### src/rtl/gpio_bank_pkg.sv
package gpio_bank_pkg;
  typedef enum logic [1:0] {
    GRP_EN  = 2'd0,
    GRP_OE  = 2'd1,
    GRP_OUT = 2'd2,
    GRP_IN  = 2'd3
  } grp_e;

  localparam int unsigned GRP_LSB  = 4;
  localparam int unsigned PORT_LSB = 2;
endpackage

### src/rtl/gpio_sync.sv
module gpio_sync #(
  parameter int unsigned W = 8
) (
  input  logic         clk_i,
  input  logic         rst_ni,
  input  logic [W-1:0] d_i,
  output logic [W-1:0] q_o
);
  logic [W-1:0] s1_q, s2_q;

  always_ff @(posedge clk_i or negedge rst_ni) begin
    if (!rst_ni) begin
      s1_q <= '0;
      s2_q <= '0;
    end else begin
      s1_q <= d_i;
      s2_q <= s1_q;
    end
  end

  assign q_o = s2_q;

  // checker-only warm-up count so $past(,2) stays inside the post-reset window
  logic [1:0] age_q;
  always_ff @(posedge clk_i or negedge rst_ni) begin
    if (!rst_ni) age_q <= '0;
    else if (age_q != 2'd3) age_q <= age_q + 2'd1;
  end


  sync_delay_chk: assert property (@(posedge clk_i) disable iff (!rst_ni)
    (age_q >= 2'd2) |-> (q_o == $past(d_i, 2)));
endmodule

### src/rtl/gpio_port_regs.sv
module gpio_port_regs
  import gpio_bank_pkg::*;
#(
  parameter int unsigned W = 8
) (
  input  logic         clk_i,
  input  logic         rst_ni,
  input  logic         wr_i,
  input  logic         masked_i,
  input  grp_e         grp_i,
  input  logic [W-1:0] sel_i,
  input  logic [W-1:0] val_i,
  input  logic [W-1:0] pin_i,
  output logic [W-1:0] en_o,
  output logic [W-1:0] oe_o,
  output logic [W-1:0] out_o,
  output logic [W-1:0] in_o,
  output logic [W-1:0] pad_oe_o
);
  logic [W-1:0] en_q, oe_q, out_q;
  logic [W-1:0] eff_sel;

  // plain writes select every bit
  assign eff_sel = masked_i ? sel_i : '1;

  function automatic logic [W-1:0] merge(input logic [W-1:0] old_v,
                                         input logic [W-1:0] sel,
                                         input logic [W-1:0] val);
    return (old_v & ~sel) | (val & sel);
  endfunction

  always_ff @(posedge clk_i or negedge rst_ni) begin
    if (!rst_ni) begin
      en_q  <= '0;
      oe_q  <= '0;
      out_q <= '0;
    end else if (wr_i) begin
      unique case (grp_i)
        GRP_EN:  en_q  <= merge(en_q, eff_sel, val_i);
        GRP_OE:  oe_q  <= merge(oe_q, eff_sel, val_i);
        GRP_OUT: out_q <= merge(out_q, eff_sel, val_i);
        default: ;
      endcase
    end
  end

  gpio_sync #(.W(W)) u_sync (
    .clk_i (clk_i),
    .rst_ni(rst_ni),
    .d_i   (pin_i),
    .q_o   (in_o)
  );

  assign en_o     = en_q;
  assign oe_o     = oe_q;
  assign out_o    = out_q;
  assign pad_oe_o = en_q & oe_q;


  mask_keep_chk: assert property (@(posedge clk_i) disable iff (!rst_ni)
    (wr_i && masked_i && grp_i == GRP_OUT) |=>
      ((out_q & ~$past(sel_i)) == ($past(out_q) & ~$past(sel_i))));


  plain_load_chk: assert property (@(posedge clk_i) disable iff (!rst_ni)
    (wr_i && !masked_i && grp_i == GRP_EN) |=> (en_q == $past(val_i)));


  pad_gate_chk: assert property (@(posedge clk_i) disable iff (!rst_ni)
    ((pad_oe_o & ~en_q) == '0));
endmodule

### src/rtl/gpio_bank_regs.sv
module gpio_bank_regs
  import gpio_bank_pkg::*;
#(
  parameter int unsigned NUM_PORTS = 4,
  parameter int unsigned PORT_W    = 8,
  parameter int unsigned ADDR_W    = 8,
  parameter int unsigned DATA_W    = 32,
  parameter int unsigned MASK_BIT  = 7
) (
  input  logic                            clk_i,
  input  logic                            rst_ni,
  input  logic                            req_i,
  input  logic                            we_i,
  input  logic [ADDR_W-1:0]               addr_i,
  input  logic [DATA_W-1:0]               wdata_i,
  output logic [DATA_W-1:0]               rdata_o,
  input  logic [NUM_PORTS*PORT_W-1:0]     gpio_in_i,
  output logic [NUM_PORTS*PORT_W-1:0]     gpio_out_o,
  output logic [NUM_PORTS*PORT_W-1:0]     gpio_oe_o
);
  localparam int unsigned NUM_PINS = NUM_PORTS * PORT_W;
  localparam int unsigned PIDX_W   = (NUM_PORTS > 1) ? $clog2(NUM_PORTS) : 1;

  grp_e              grp;
  logic [PIDX_W-1:0] port_idx;
  logic              masked;
  logic              wr;

  assign grp      = grp_e'(addr_i[GRP_LSB +: 2]);
  assign port_idx = addr_i[PORT_LSB +: PIDX_W];
  assign masked   = addr_i[MASK_BIT];
  assign wr       = req_i && we_i;

  logic [PORT_W-1:0] en_arr  [NUM_PORTS];
  logic [PORT_W-1:0] oe_arr  [NUM_PORTS];
  logic [PORT_W-1:0] out_arr [NUM_PORTS];
  logic [PORT_W-1:0] in_arr  [NUM_PORTS];
  logic [NUM_PINS-1:0] en_all, oe_all;

  for (genvar p = 0; p < NUM_PORTS; p++) begin : g_port
    logic wr_p;
    assign wr_p = wr && (port_idx == PIDX_W'(p));

    gpio_port_regs #(.W(PORT_W)) u_port (
      .clk_i   (clk_i),
      .rst_ni  (rst_ni),
      .wr_i    (wr_p),
      .masked_i(masked),
      .grp_i   (grp),
      .sel_i   (wdata_i[PORT_W +: PORT_W]),
      .val_i   (wdata_i[0 +: PORT_W]),
      .pin_i   (gpio_in_i[p*PORT_W +: PORT_W]),
      .en_o    (en_arr[p]),
      .oe_o    (oe_arr[p]),
      .out_o   (out_arr[p]),
      .in_o    (in_arr[p]),
      .pad_oe_o(gpio_oe_o[p*PORT_W +: PORT_W])
    );

    assign gpio_out_o[p*PORT_W +: PORT_W] = out_arr[p];
    assign en_all[p*PORT_W +: PORT_W]     = en_arr[p];
    assign oe_all[p*PORT_W +: PORT_W]     = oe_arr[p];
  end

  logic [PORT_W-1:0] rd_sel;
  always_comb begin
    unique case (grp)
      GRP_EN:  rd_sel = en_arr[port_idx];
      GRP_OE:  rd_sel = oe_arr[port_idx];
      GRP_OUT: rd_sel = out_arr[port_idx];
      default: rd_sel = in_arr[port_idx];
    endcase
  end

  logic [PORT_W-1:0] rdata_q;
  always_ff @(posedge clk_i or negedge rst_ni) begin
    if (!rst_ni) rdata_q <= '0;
    else if (req_i && !we_i) rdata_q <= rd_sel;
  end

  assign rdata_o = {{(DATA_W-PORT_W){1'b0}}, rdata_q};

  logic unused_bits;
  assign unused_bits = ^{addr_i, wdata_i};


  in_write_ignored_chk: assert property (@(posedge clk_i) disable iff (!rst_ni)
    (wr && grp == GRP_IN) |=>
      ($stable(en_all) && $stable(oe_all) && $stable(gpio_out_o) && $stable(gpio_oe_o)));


  rdata_upper_zero_chk: assert property (@(posedge clk_i) disable iff (!rst_ni)
    (rdata_o[DATA_W-1:PORT_W] == '0));


  pad_oe_needs_both_chk: assert property (@(posedge clk_i) disable iff (!rst_ni)
    ((gpio_oe_o & ~(en_all & oe_all)) == '0));
endmodule

### config.mk
export PLATFORM = sky130hd
export DESIGN_NAME = gpio_bank_regs
export DESIGN_NICKNAME = d
export VERILOG_FILES = /design/src/rtl/gpio_bank_pkg.sv /design/src/rtl/gpio_sync.sv /design/src/rtl/gpio_port_regs.sv /design/src/rtl/gpio_bank_regs.sv
export SDC_FILE = /design/constraint.sdc
export NUM_CORES = 1
export LEC_CHECK = 0
export CORE_MARGIN = 5
export CORE_UTILIZATION = 54
export CTS_CLUSTER_DIAMETER = 200
export DETAILED_ROUTE_END_ITERATION = 10
export GPL_ROUTABILITY_DRIVEN = 0
export PLACE_DENSITY = 0.85
export SYNTH_ARGS = -nofsm -noshare
export SYNTH_HDL_FRONTEND = slang
export SYNTH_SLANG_ARGS = --single-unit
### constraint.sdc
create_clock -name clk_i -period 1.6 [get_ports clk_i]
set_clock_uncertainty 0.05 [all_clocks]
set_input_delay 0.16 -clock clk_i [delete_from_list [all_inputs] [get_ports clk_i]]
set_output_delay 0.16 -clock clk_i [all_outputs]
set_load 0.01 [all_outputs]
==> qor_table.md <==
| Result | This run | Unit |
|---|---|---|
| Number of distinct standard cells referenced by the synthesized netlist | 29 | - |
| Maximum number of pins on one net before global-route repair | 64 | - |
| Upper clock frequency limit | 635 | MHz |
| Crit share post-route | 98.4 | % |
| Worst hold path stage count | 1 | - |
| Maximum fanout count along the critical path | 3 | - |
| Buffers & Inverters on Critical Path | 1 | - |
| Start point of the worst min-delay path | gpio_in_i[16] | - |
| Remaining global-route overflow | 0 | - |
| Clock latency reported for the late side of the worst-skew pair | 0.43 | ns |
| Data arrival time of the critical path | 1.36 | ns |
| Switch share | 24.8 | % |
| End of the worst hold path | g_port[2].u_port.u_sync.s1_q[0] | - |
| Critical path class | flip-flop to primary output | - |
| Combined global-route utilization of all metal layers | 24.3 | % |
| Multiplexer fraction of the synthesized cell area | 23.5 | % |
| Library cell occupying the most area in the post-synthesis netlist | sky130_fd_sc_hd__dfrtp_1 | - |
| Detailed placement HPWL | 13.5 | mm |
| Root Buffer | sky130_fd_sc_hd__clkbuf_16 | - |
| Top cells by area in the synthesized netlist | sky130_fd_sc_hd__dfrtp_1 56%, sky130_fd_sc_hd__mux2_2 16%, sky130_fd_sc_hd__mux2i_1 4.3% | - |
| Clock slew at the register clock pins of the worst setup and hold paths | 0.07 | ns |
| Worst setup slack after placement | -0.734 | ns |
| Fill cell total of the finished layout | 934 | - |
| Initial drt markers | 539 | - |
| Area used by multi-input combinational logic | 3060 | sq um |
| Total I/O pin count | 172 | - |
| Cell internal pwr | 8.78 | mW |
| Part of the total power dissipated in the clock network | 39.0 | % |
| Portion of total power attributed to sequential cells | 44.4 | % |
| Worst-case register-to-register setup slack | 0.25 | ns |
| Standard cell with the maximum stage delay on the critical path | sky130_fd_sc_hd__clkdlybuf4s50_1 | - |
| Residual DRC | 0 | - |
| Global-route wire length before repair | 30.0 | mm |
| Seq cells post-synth | 168 | - |
| Synth Area in Adders | 0 | % |
| Synthesis-to-layout area growth | 30.2 | % |
| Count of input and output buffers | 128 | - |
| TritonCTS clock tree | done | - |
| Worst Setup Slack, final | 0.0260 | ns |
| Startpoint kind of the worst setup timing path | flip-flop | - |
| Commonest cells after routing, fill and taps aside | 168 x sky130_fd_sc_hd__dfrtp_1, 104 x sky130_fd_sc_hd__mux2_2, 67 x sky130_fd_sc_hd__clkdlybuf4s50_1 | - |
| Warnings, synthesis | 0 | - |
| Non-filler instance count after layout | 950 | - |
| Compound-Gate Fraction of Synth Area | 3.73 | % |
| Setup Total Neg Slack | 0 | ns |
| Kind of end point of the critical path | primary output | - |
| Capturing point of the worst reg2reg path | rdata_q[5] | - |
| Number of buffers added by the clock tree synthesis step | 17 | - |
| Simple-gate share of the synthesized area | 12.1 | % |
| Seq/Total Area, Yosys | 56.0 | % |
| Cell chain of the critical path | clkdlybuf4s50_1 | - |
| Endpoints failing setup | 0 | - |
| Total placed cells including tap cells | 912 | - |
| Switching power of the nets | 2.90 | mW |
| Post-synthesis instance area | 7510 | sq um |
| Leakage dissipation | 4.80 | nW |
| Count of final hold-check violations | 0 | - |
| Initial antenna violation count | 1 | - |
| Overall via count from detail_route | 5308 | - |
| Worst hold margin | 0.110 | ns |
| Total number of clock tree sinks | 168 | - |
| Max-slew violations | 0 | - |
| Die Y | 128 | um |
| Effective utilization at floorplan | 54.5 | % |
| Most common library cell in the layout ignoring fill and taps | sky130_fd_sc_hd__dfrtp_1 | - |
| Final Critical Period | 1.57 | ns |
| Mean number of vias per cell | 5.59 | - |
| Total Die Area | 16400 | sq um |
| Ratio of cells with drive above 1 in the final layout | 25.0 | % |
| Number of maximum-capacitance violations | 0 | - |
| XOR/XNOR Fraction of Synth Area | 0 | % |
| Detailed Route WL | 19.3 | mm |
| Path depth of the worst reg2reg path | 4 | - |
| Max IR drop VDD | 0.000938 | V |
| Synthesized instance count | 607 | - |
| Power, Total | 11.7 | mW |
| Number of global-route vias before repair | 5557 | - |
| Combinational cell fraction of total power | 16.6 | % |
| FF+latch area | 4200 | sq um |
| Net count reported at finish | 832 | - |
| RSZ-0062 raised after global routing | no | - |
| Placeable core area | 13800 | sq um |
| Main combinational cell family by area after synthesis | multiplexers | - |
| Outcome | complete, no violations | - |
| Hold WC Path Type | primary input to flip-flop | - |
| Syn Area/Cell | 12.4 | sq um |
| CTS max path bufs | 2 | - |
| Transition at the pin with the smallest max-transition slack | 0.733 | ns |
| H-tree depth reported by CTS | 4 | - |
| Total number of placement rows | 43 | - |
| WL per Instance | 20.3 | um |
| Antenna-violating nets left | 0 | - |
| Area share of the largest cell type after synthesis | 56.0 | % |
| Length of the first detailed-routing pass in iterations | 5 | - |
| Critical path required time | 1.39 | ns |
| Width of the die | 128 | um |
| Worst slew slack as a fraction of its limit | 51.0 | % |
| Crit-path max cell delay | 0.56 | ns |
| PD cells | 1190 | nW/um^2 |
| Delay-heaviest family, CP | buffers and inverters | - |
==> cells in the mapped netlist <==
| cell type | count |
|---|---|
| sky130_fd_sc_hd__o22ai_1 | 8 |
| sky130_fd_sc_hd__or2_1 | 1 |
| sky130_fd_sc_hd__nor2b_1 | 14 |
| sky130_fd_sc_hd__nor2_1 | 65 |
| sky130_fd_sc_hd__buf_6 | 2 |
| sky130_fd_sc_hd__nand4bb_1 | 1 |
| sky130_fd_sc_hd__and4b_1 | 2 |
| sky130_fd_sc_hd__mux2_2 | 104 |
| sky130_fd_sc_hd__and2_1 | 33 |
| sky130_fd_sc_hd__conb_1 | 1 |
| sky130_fd_sc_hd__mux4_2 | 8 |
| sky130_fd_sc_hd__nor3b_4 | 2 |
| sky130_fd_sc_hd__buf_2 | 6 |
| sky130_fd_sc_hd__nand2b_1 | 9 |
| sky130_fd_sc_hd__clkbuf_4 | 1 |
| sky130_fd_sc_hd__nor3_2 | 1 |
| sky130_fd_sc_hd__dfrtp_1 | 168 |
| sky130_fd_sc_hd__nand3_1 | 2 |
| sky130_fd_sc_hd__o41ai_1 | 8 |
| sky130_fd_sc_hd__a21oi_1 | 8 |
| sky130_fd_sc_hd__nand2_1 | 54 |
| sky130_fd_sc_hd__clkbuf_1 | 18 |
| sky130_fd_sc_hd__nand3b_1 | 1 |
| sky130_fd_sc_hd__a22oi_1 | 16 |
| sky130_fd_sc_hd__mux2_1 | 8 |
| sky130_fd_sc_hd__or3b_2 | 1 |
| sky130_fd_sc_hd__mux2i_1 | 32 |
| sky130_fd_sc_hd__buf_4 | 27 |
| sky130_fd_sc_hd__buf_1 | 6 |
==> power by group through the flow <==
| stage | clock (mW) | sequential [mW] | combinational [mW] |
|---|---|---|---|
| 2_1_floorplan | 0 | 5.19 | 0.989 |
| 3_3_place_gp | 0 | 5.20 | 1.96 |
| 3_5_place_dp | 0 | 5.25 | 2.01 |
| 4_1_cts | 4.61 | 5.18 | 1.95 |
| 5_1_grt | 4.80 | 5.25 | 2.09 |
| 6_report | 4.56 | 5.19 | 1.93 |
==> per-layer routing <==
| layer | GRT usage, % | routed length (um) | vias to the layer above |
|---|---|---|---|
| li1 | - | - | 2340 |
| met1 | 30.3 | 7130 | 2612 |
| met2 | 38.5 | 9370 | 293 |
| met3 | 7.42 | 1980 | 63 |
| met4 | 12.5 | 822 | 0 |
| met5 | 0 | 0 | - |
==> kinds of logic (layout without fill, tap and decap cells) <==
logic type | Yosys count | after routing
simple gates | 186 | 186
flops | 168 | 168
mux | 152 | 152
buf+inv | 60 | 199
compound gates | 40 | 40
other cells | 1 | 25
==> through the flow <==
stage               instance area (sq um)  utilization (%)
floorplan                            7600                -
CTS                                  9740             70.7
global route                         9780             71.0
global placement                     9090             66.0
finish                               9780             71.0
detailed placement                   9090             66.0
==> worst max-delay path by stage <==
| stage | from | endpoint | slack [ns] | cells after the start |
|---|---|---|---|---|
| 3_5_place_dp | addr_i[2] | flip-flop | -0.73 | 6 |
| 4_1_cts | flip-flop | gpio_out_o[9] | 0.00006 | 1 |
| 3_3_place_gp | addr_i[2] | flip-flop | -0.63 | 6 |
| 2_1_floorplan | addr_i[4] | flip-flop | 0.21 | 5 |
| 6_report | flip-flop | gpio_out_o[0] | 0.03 | 1 |
| 5_1_grt | flip-flop | gpio_out_o[8] | 0.002 | 1 |
==> area by class of cell <==
cell class	instances	area share [%]
sequential	168	43.0
timing repair buffer	167	16.7
tap	180	2.30
multi-input combinational	402	31.3
clock buffer	19	4.43
clock inverter	13	2.32
antenna	1	0.0256
==> timing repair <==
item	4_1_cts	5_1_grt
pin swaps	0	1
resized for setup	53	14
hold buffers	1	0
endpoints found under the setup margin	101	49
hold endpoints to repair	168	0
buffers inserted	4	0
Note: power is estimated with default switching activity, not from simulation.
